<file path="src/rtl/glitch_pkg.sv">
package glitch_pkg;
   localparam int unsigned MAX_SUB = 64;

   // number of set bits in a vector of up to MAX_SUB bits
   function automatic int unsigned ones_in(input logic [MAX_SUB-1:0] v);
      int unsigned n;
      n = 0;
      for (int i = 0; i < MAX_SUB; i++) begin
         n = n + int'(v[i]);
      end
      return n;
   endfunction
endpackage

</file>
<file path="src/rtl/glitch_chan.sv">
module glitch_chan #(
   parameter int unsigned NSUB      = 8,
   parameter int unsigned MIN_CROSS = 2
) (
   input  logic            clk,
   input  logic            rst_n,
   input  logic            strobe,
   input  logic [NSUB-1:0] sub,
   output logic            flag
);
   import glitch_pkg::*;

   localparam int unsigned CW = $clog2(NSUB + 2);

   logic                    last_q;
   logic [NSUB-1:0]         chg;
   logic [MAX_SUB-1:0]      chg_wide;
   logic [CW-1:0]           cross_cnt;
   logic                    is_glitch;

   // change vector: bit 0 is the boundary step, bit i the step into sub[i]
   always_comb begin
      chg[0] = sub[0] ^ last_q;
      for (int i = 1; i < NSUB; i++) begin
         chg[i] = sub[i] ^ sub[i-1];
      end
      chg_wide = '0;
      chg_wide[NSUB-1:0] = chg;
      cross_cnt = CW'(ones_in(chg_wide));
      is_glitch = (cross_cnt >= CW'(MIN_CROSS));
   end

   always_ff @(posedge clk) begin
      if (!rst_n) begin
         last_q <= 1'b0;
         flag   <= 1'b0;
      end else if (strobe) begin
         last_q <= sub[NSUB-1];
         flag   <= is_glitch;
      end
   end

   // period matching the carried level gives no glitch
   a_r4_steady_clear: assert property (@(posedge clk) disable iff (!rst_n)
      (strobe && (sub == {NSUB{last_q}})) |=> !flag);

   // boundary step plus one more step right after it is a glitch
   a_r3_boundary_counts: assert property (@(posedge clk) disable iff (!rst_n)
      (strobe && (sub[0] != last_q) && (sub[1] != sub[0])) |=> flag);

   // no strobe, no change of flag or carried level
   a_r6_hold_idle: assert property (@(posedge clk) disable iff (!rst_n)
      !strobe |=> ($stable(flag) && $stable(last_q)));
endmodule

</file>
<file path="src/rtl/glitch_trig.sv">
module glitch_trig #(
   parameter int unsigned NCH = 8
) (
   input  logic           clk,
   input  logic           rst_n,
   input  logic           upd,
   input  logic [NCH-1:0] flags,
   input  logic [NCH-1:0] mask,
   output logic           trig
);
   logic [NCH-1:0] hit;

   assign hit = flags & mask;

   always_ff @(posedge clk) begin
      if (!rst_n) trig <= 1'b0;
      else        trig <= upd && (|hit);
   end

   // the trigger is a single-cycle pulse
   a_r7_single_pulse: assert property (@(posedge clk) disable iff (!rst_n)
      trig |=> !trig);
endmodule

</file>
<file path="src/rtl/glitch_flagger.sv">
module glitch_flagger #(
   parameter int unsigned NCH       = 8,
   parameter int unsigned NSUB      = 8,
   parameter int unsigned MIN_CROSS = 2
) (
   input  logic                clk,
   input  logic                rst_n,
   input  logic                smp_valid,
   input  logic [NCH*NSUB-1:0] sub_bits,
   input  logic [NCH-1:0]      trig_mask,
   output logic [NCH-1:0]      glitch_flag,
   output logic                flag_valid,
   output logic                glitch_trig
);
   initial begin
      assert (NCH >= 1) else $error("NCH must be at least 1");
      assert (NSUB >= 2 && NSUB <= glitch_pkg::MAX_SUB) else $error("NSUB out of range");
      assert (MIN_CROSS >= 2 && MIN_CROSS <= NSUB) else $error("MIN_CROSS out of range");
   end

   for (genvar c = 0; c < NCH; c++) begin : g_ch
      glitch_chan #(
         .NSUB      (NSUB),
         .MIN_CROSS (MIN_CROSS)
      ) u_chan (
         .clk    (clk),
         .rst_n  (rst_n),
         .strobe (smp_valid),
         .sub    (sub_bits[c*NSUB +: NSUB]),
         .flag   (glitch_flag[c])
      );
   end

   always_ff @(posedge clk) begin
      if (!rst_n) flag_valid <= 1'b0;
      else        flag_valid <= smp_valid;
   end

   glitch_trig #(.NCH(NCH)) u_trig (
      .clk   (clk),
      .rst_n (rst_n),
      .upd   (flag_valid),
      .flags (glitch_flag),
      .mask  (trig_mask),
      .trig  (glitch_trig)
   );

   // flag_valid only follows a strobe
   a_r5_valid_after_strobe: assert property (@(posedge clk) disable iff (!rst_n)
      flag_valid |-> $past(smp_valid));

   // trigger only after an update carrying some flag
   a_r7_trig_needs_flag: assert property (@(posedge clk) disable iff (!rst_n)
      glitch_trig |-> ($past(flag_valid) && $past(|glitch_flag)));
endmodule

</file>
<file path="config.mk">
export PLATFORM = sky130hd
export DESIGN_NAME = glitch_flagger
export DESIGN_NICKNAME = d
export VERILOG_FILES = /design/src/rtl/glitch_pkg.sv /design/src/rtl/glitch_chan.sv /design/src/rtl/glitch_trig.sv /design/src/rtl/glitch_flagger.sv
export SDC_FILE = /design/constraint.sdc
export NUM_CORES = 1
export LEC_CHECK = 0
export BUFFER_PORTS_ARGS = -buffer_cell sky130_fd_sc_hd__buf_2
export CAP_MARGIN = 20
export CORE_MARGIN = 4
export CORE_UTILIZATION = 49
export CTS_CLUSTER_DIAMETER = 40
export DETAILED_ROUTE_END_ITERATION = 16
export GPL_TIMING_DRIVEN = 0
export MAX_ROUTING_LAYER = met4
export PLACE_DENSITY = 0.77
export SLEW_MARGIN = 10
export SYNTH_ARGS = -nofsm -noshare
export SYNTH_HDL_FRONTEND = slang
export SYNTH_SLANG_ARGS = --single-unit
export TNS_END_PERCENT = 100
</file>
<file path="constraint.sdc">
create_clock -name clk -period 10.15 [get_ports clk]
set_input_delay 0.5075 -clock clk [delete_from_list [all_inputs] [get_ports clk]]
set_output_delay 0.5075 -clock clk [all_outputs]
set_load 0.005 [all_outputs]
</file>
# --- After elaboration in Yosys (flattened, before gate mapping) ---
# Cells that the tools add are included.
op_classes:
  addsub: 56
  n_lt_le_gt_ge: 8
  bitwise_logic: 65
  reduce_logical: 2
op_table:
  columns: ["op", "n"]
  rows:
  - ["adder 4 x 1 -> 4 bit", 48]
  - ["XOR 1 bit", 64]
  - ["greater-or-equal comparator 4 x 2 -> 1 bit, second input constant", 8]
  - ["adder 1 x 1 -> 2 bit", 8]
  - ["bitwise AND 8 bit", 1]
  - ["OR reduction 8 bit", 1]
  - ["logical AND 1 bit", 1]
word_totals:
  ff_bits: 18
  input_bits: 75
  elab_cells: 149

# --- Depth between registers and ports, before layout ---
depth:
  ltp_word: 9
  ltp_mapped: 12

# --- Hierarchy ---
# A second synthesis with hierarchy kept.
hier_totals:
  hier_cells: 227
  area_unflattened_um2: 2444.8
by_module_without_submodules:
  columns: ["mod", "instances", "cells_each", "area_each_um2", "seq_area_each_um2"]
  rows:
  - ["glitch_chan (g_ch[0].u_chan ...)", 7, 27, 294.0, 40.0]
  - ["glitch_chan (g_ch[4].u_chan)", 1, 29, 297.8, 40.0]
  - ["glitch_trig", 1, 7, 62.6, 20.0]
  - ["glitch_flagger", 1, 2, 26.3, 20.0]

# --- Least setup slack after synthesis ---
# No wires, ideal clock.
synth_path:
  kind: "input-to-reg"
  start: "input port sub_bits[0]"
  end: "register g_ch[0].u_chan.flag"
  setup_ns: 0.072
  arrival_time_ns: 3.389
  required_time_ns: 10.078
  slack_ns: 6.689
  cell_stages: 12
  path_cell_list: "xor2_1 > ha_1 > fa_1 > inv_1 > fa_1 > inv_1 > fa_1 > inv_1 > fa_1 > nand4b_1 > o21ai_1 > nor3b_2"
synth_via:
  elab_chain_cells: 9
synth_rtl:
  columns: ["item", "line_no", "text"]
  rows:
  - ["from (decl)", "glitch_flagger.sv:9", "input logic [NCH*NSUB-1:0] sub_bits,"]
  - ["XOR 1 bit (on tied branches)", "glitch_chan.sv:23, glitch_chan.sv:25", null]
  - ["adder 1 x 1 -> 2 bit (*)", "glitch_pkg.sv:9", "n = n + int'(v[i]);"]
  - ["adder 4 x 1 -> 4 bit (*) (6 in series)", "glitch_pkg.sv:9", null]
  - ["greater-or-equal comparator 4 x 2 -> 1 bit (*)", "glitch_chan.sv:30", "is_glitch = (cross_cnt >= CW'(MIN_CROSS));"]
  - ["to (signal assigned)", "glitch_chan.sv:39", "flag <= is_glitch;"]
  - ["to (decl)", "glitch_chan.sv:9", "output logic flag"]
# Every way passes the cells marked *; elsewhere a longest branch is shown, timed or not.
# A chain may end at the register's enable or synchronous reset.

# --- Worst setup path after layout ---
# Ends and elaborated chain as after synthesis.

==> results.toml <==
[setup_path]
crit_slowest_cell = "fa_1"
cpMostUsedCell = "fa_1"
critPathRequiredTime_ns = 10.34
ff2ff_path_depth = 12
r2r_slack_ns = 6.72
worstPathArrival_ns = 3.64
end_kind = "flip-flop"
r2r-start = "g_ch[0].u_chan.last_q$_SDFFE_PN0P_"
r2r-end = "g_ch[0].u_chan.flag$_SDFFE_PN0P_"
path_cells = "buf_2 > xor2_1 > ha_1 > fa_1 > inv_1 > fa_1 > inv_1 > fa_1 > inv_1 > fa_1 > nand4b_1 > o21ai_1 > nor3b_2"
worstSetupPathType = "in2reg"
critPathLaunchType = "input pin"
slowest_delay_ns = 0.54
path_max_fanout = 2

[detailed_routing]
final_antenna_net_count = 0
wl_per_cell_microns = 12.32
dr.pass1.iters = 4
routed_via_density = 4.774
drc = 0
dr.first_iter.drc_count = 36
wl_microns = 5062
vias = 1962

[sta]
fin_ws_ns = 6.697
slew_headroom_pct = 68.63
final.setup_skew_ns = 0.003053
fin_setup_tns_ns = 0
period_minus_slack_ns = 3.453
fmax_ghz = 0.2896
final-setup-viol-count = 0
hold_slack_ns = 0.4332
rsz0062_at_grt = "false"
worstMarginPinSlew_ns = 0.4706
final_max_slew_viol_count = 0
hold_viol_final = 0
post-route-period-util_pct = 34.02

[synthesis]
synth_area_sq_um = 2629
ys_warn_count = 0
synth_xor_area_share_pct = 21.32
yosysSeqAreaShare_pct = 13.71
yosysTopAreaCell = "fa_1"
synthArstFlopShare_pct = 0
ys_types = 25
synth-seq-cells = 18
syn-num-nets = 386
synth_compound_area_share_pct = 5.140
synthSimpleGateAreaFrac_pct = 10.99
synthMuxAreaShare_pct = 3.046
netlist.area_leader.share_pct = 24.37
synthAdderAreaFrac_pct = 35.79
synth_flop_cell = "dfxtp_1"
synth-edff-count = 0
synth_cells = 255
yosys-top-cells-area = "fa_1 (24%), xor2_1 (16%), dfxtp_1 (14%)"
synth_top_family_by_area = "adder cells"
avgSynthCellArea_sq_um = 10.31

[clock_tree]
cts_buffers = 3
clkTransAtPathRegs_ns = 0.07
cts_root_buf = "clkbuf_8"
insertion_delay_ns = 0.25
cts_hold_buf = 0
cts_buffer_depth = 2
h-tree-depth = 1
cts_resized = 0
cts_setup_buffers = 0
cts_tree = "built"
clock_sinks = 18

[hold_path]
worst_hold_path.num_cells = 2
hold_path.class = "reg2reg"
min_from = "flag_valid$_SDFF_PN0_"
hold_path_end = "u_trig.trig$_SDFF_PN0_"

[pwr]
cellLeakagePower_nw = 1.626
irDropWorstVdd_v = 0.0001018
power_density_nw_per_um2 = 141.4

[place]
dp_hpwl_microns = 4414
gp_congestion = 0.7501
place_ws_ns = 6.443
port-buffer-count = 82

[grt]
grt_pass1_vias = 2025
grt_max_degree = 11
antenna_found_initial = 0
grt.total_usage_pct = 16.72
grt-ovfl-total = 0
grt_pass1_wl_microns = 8452

[die]
die_w_microns = 81.25
core_area_sq_um = 5140
start_util_pct = 51.14
io_pins = 85
rows = 26
die-area_sq_um = 6601
die_y_microns = 81.25

[run_status]
status = "complete, no violations"

[layout]
syn_to_final_growth_pct = 21.04
nets = 473
final_common_cell = "buf_2"
antennaDiodeCount = 0
final_cell_mix = "buf_2 (84), xor2_1 (48), inv_1 (40), fa_1 (32), ha_1 (24)"
drive_gt1_share_pct = 29.91

[run]
maxCapViolations = 0
==> layer usage <==
metal	up-vias	global-route usage (%)	wire length, microns
met2	53	30.13	2643
li1	990	-	-
met1	917	19.86	2068
met4	0	1.520	18
met5	-	-	0
met3	2	3.548	331
==> worst max-delay path: cells and delay by family <==
family,cells,cell delay (ns)
and+or+nand+nor,2,0.29
xor gates and xnor gates,1,0.14
adders and majority gates,5,2.31
AOI/OAI and AO/OA,1,0.08
buffers and inverters,4,0.32
==> per-stage QoR <==
step           util (%)  cell area (sq um)  std cells  total power [mW]
3_5_place_dp      60.83               3127        407            0.3930
2_1_floorplan         -               2629        255            0.3154
3_3_place_gp      60.83               3127        407            0.3778
4_1_cts           61.90               3182        411            0.4585
6_report          61.90               3182        411            0.4497
5_1_grt           61.90               3182        411            0.5073
==> synth_stat cells, types with 7 or more instances <==
| library cell | count |
|---|---|
| xor2_1 | 48 |
| xnor2_1 | 16 |
| nand4_1 | 7 |
| nor3b_1 | 7 |
| nand2_1 | 8 |
| dfxtp_1 | 18 |
| ha_1 | 24 |
| mux2i_1 | 8 |
| fa_1 | 32 |
| nand4b_1 | 8 |
| o2111a_1 | 7 |
| nor2b_1 | 8 |
| buf_4 | 9 |
| inv_1 | 40 |
==> worst max-delay path by stage <==
stage | start | endpoint | depth (start not counted)
final | sub_bits[0] | g_ch[0].u_chan.flag$_SDFFE_PN0P_ | 13
after global routing | sub_bits[0] | g_ch[0].u_chan.flag$_SDFFE_PN0P_ | 13
after CTS | sub_bits[0] | g_ch[0].u_chan.flag$_SDFFE_PN0P_ | 13
after detailed placement | sub_bits[0] | g_ch[0].u_chan.flag$_SDFFE_PN0P_ | 13
after global placement | sub_bits[1] | g_ch[0].u_chan.flag$_SDFFE_PN0P_ | 13
after floorplan | sub_bits[0] | g_ch[0].u_chan.flag$_SDFFE_PN0P_ | 12
==> state kept, by name, indices dropped and copies added, names as in the netlist <==
signal	count
g_ch.u_chan.flag	8
g_ch.u_chan.last_q	8
u_trig.trig	1
flag_valid	1
==> layout make-up <==
class / instances / area (sq um)
plain buffers: 14 / 112.6
clock buffers: 4 / 55.05
fillers: 465 / 1958
inverters: 40 / 150.1
multi-input cells: 183 / 2006
flip-flops and latches: 18 / 360.3
well taps: 70 / 87.58
repair buffers: 82 / 410.4
==> where the power goes <==
group	internal (mW)	switching, mW	leakage, nW
Clock	0.0345	0.0259	0.0288
Combinational	0.144	0.157	1.45
Sequential	0.0804	0.00790	0.149
Total	0.259	0.190	1.63
==> cell families after synthesis <==
kind of cell,Yosys count
XOR/XNOR,64
AND/OR/NAND/NOR,41
multiplexers,8
adder cells (fa/ha/maj),56
buffers and inverters,54
flip-flops,18
AO/OA/AOI/OAI,14
No activity file was read; power rests on OpenSTA's default activity.
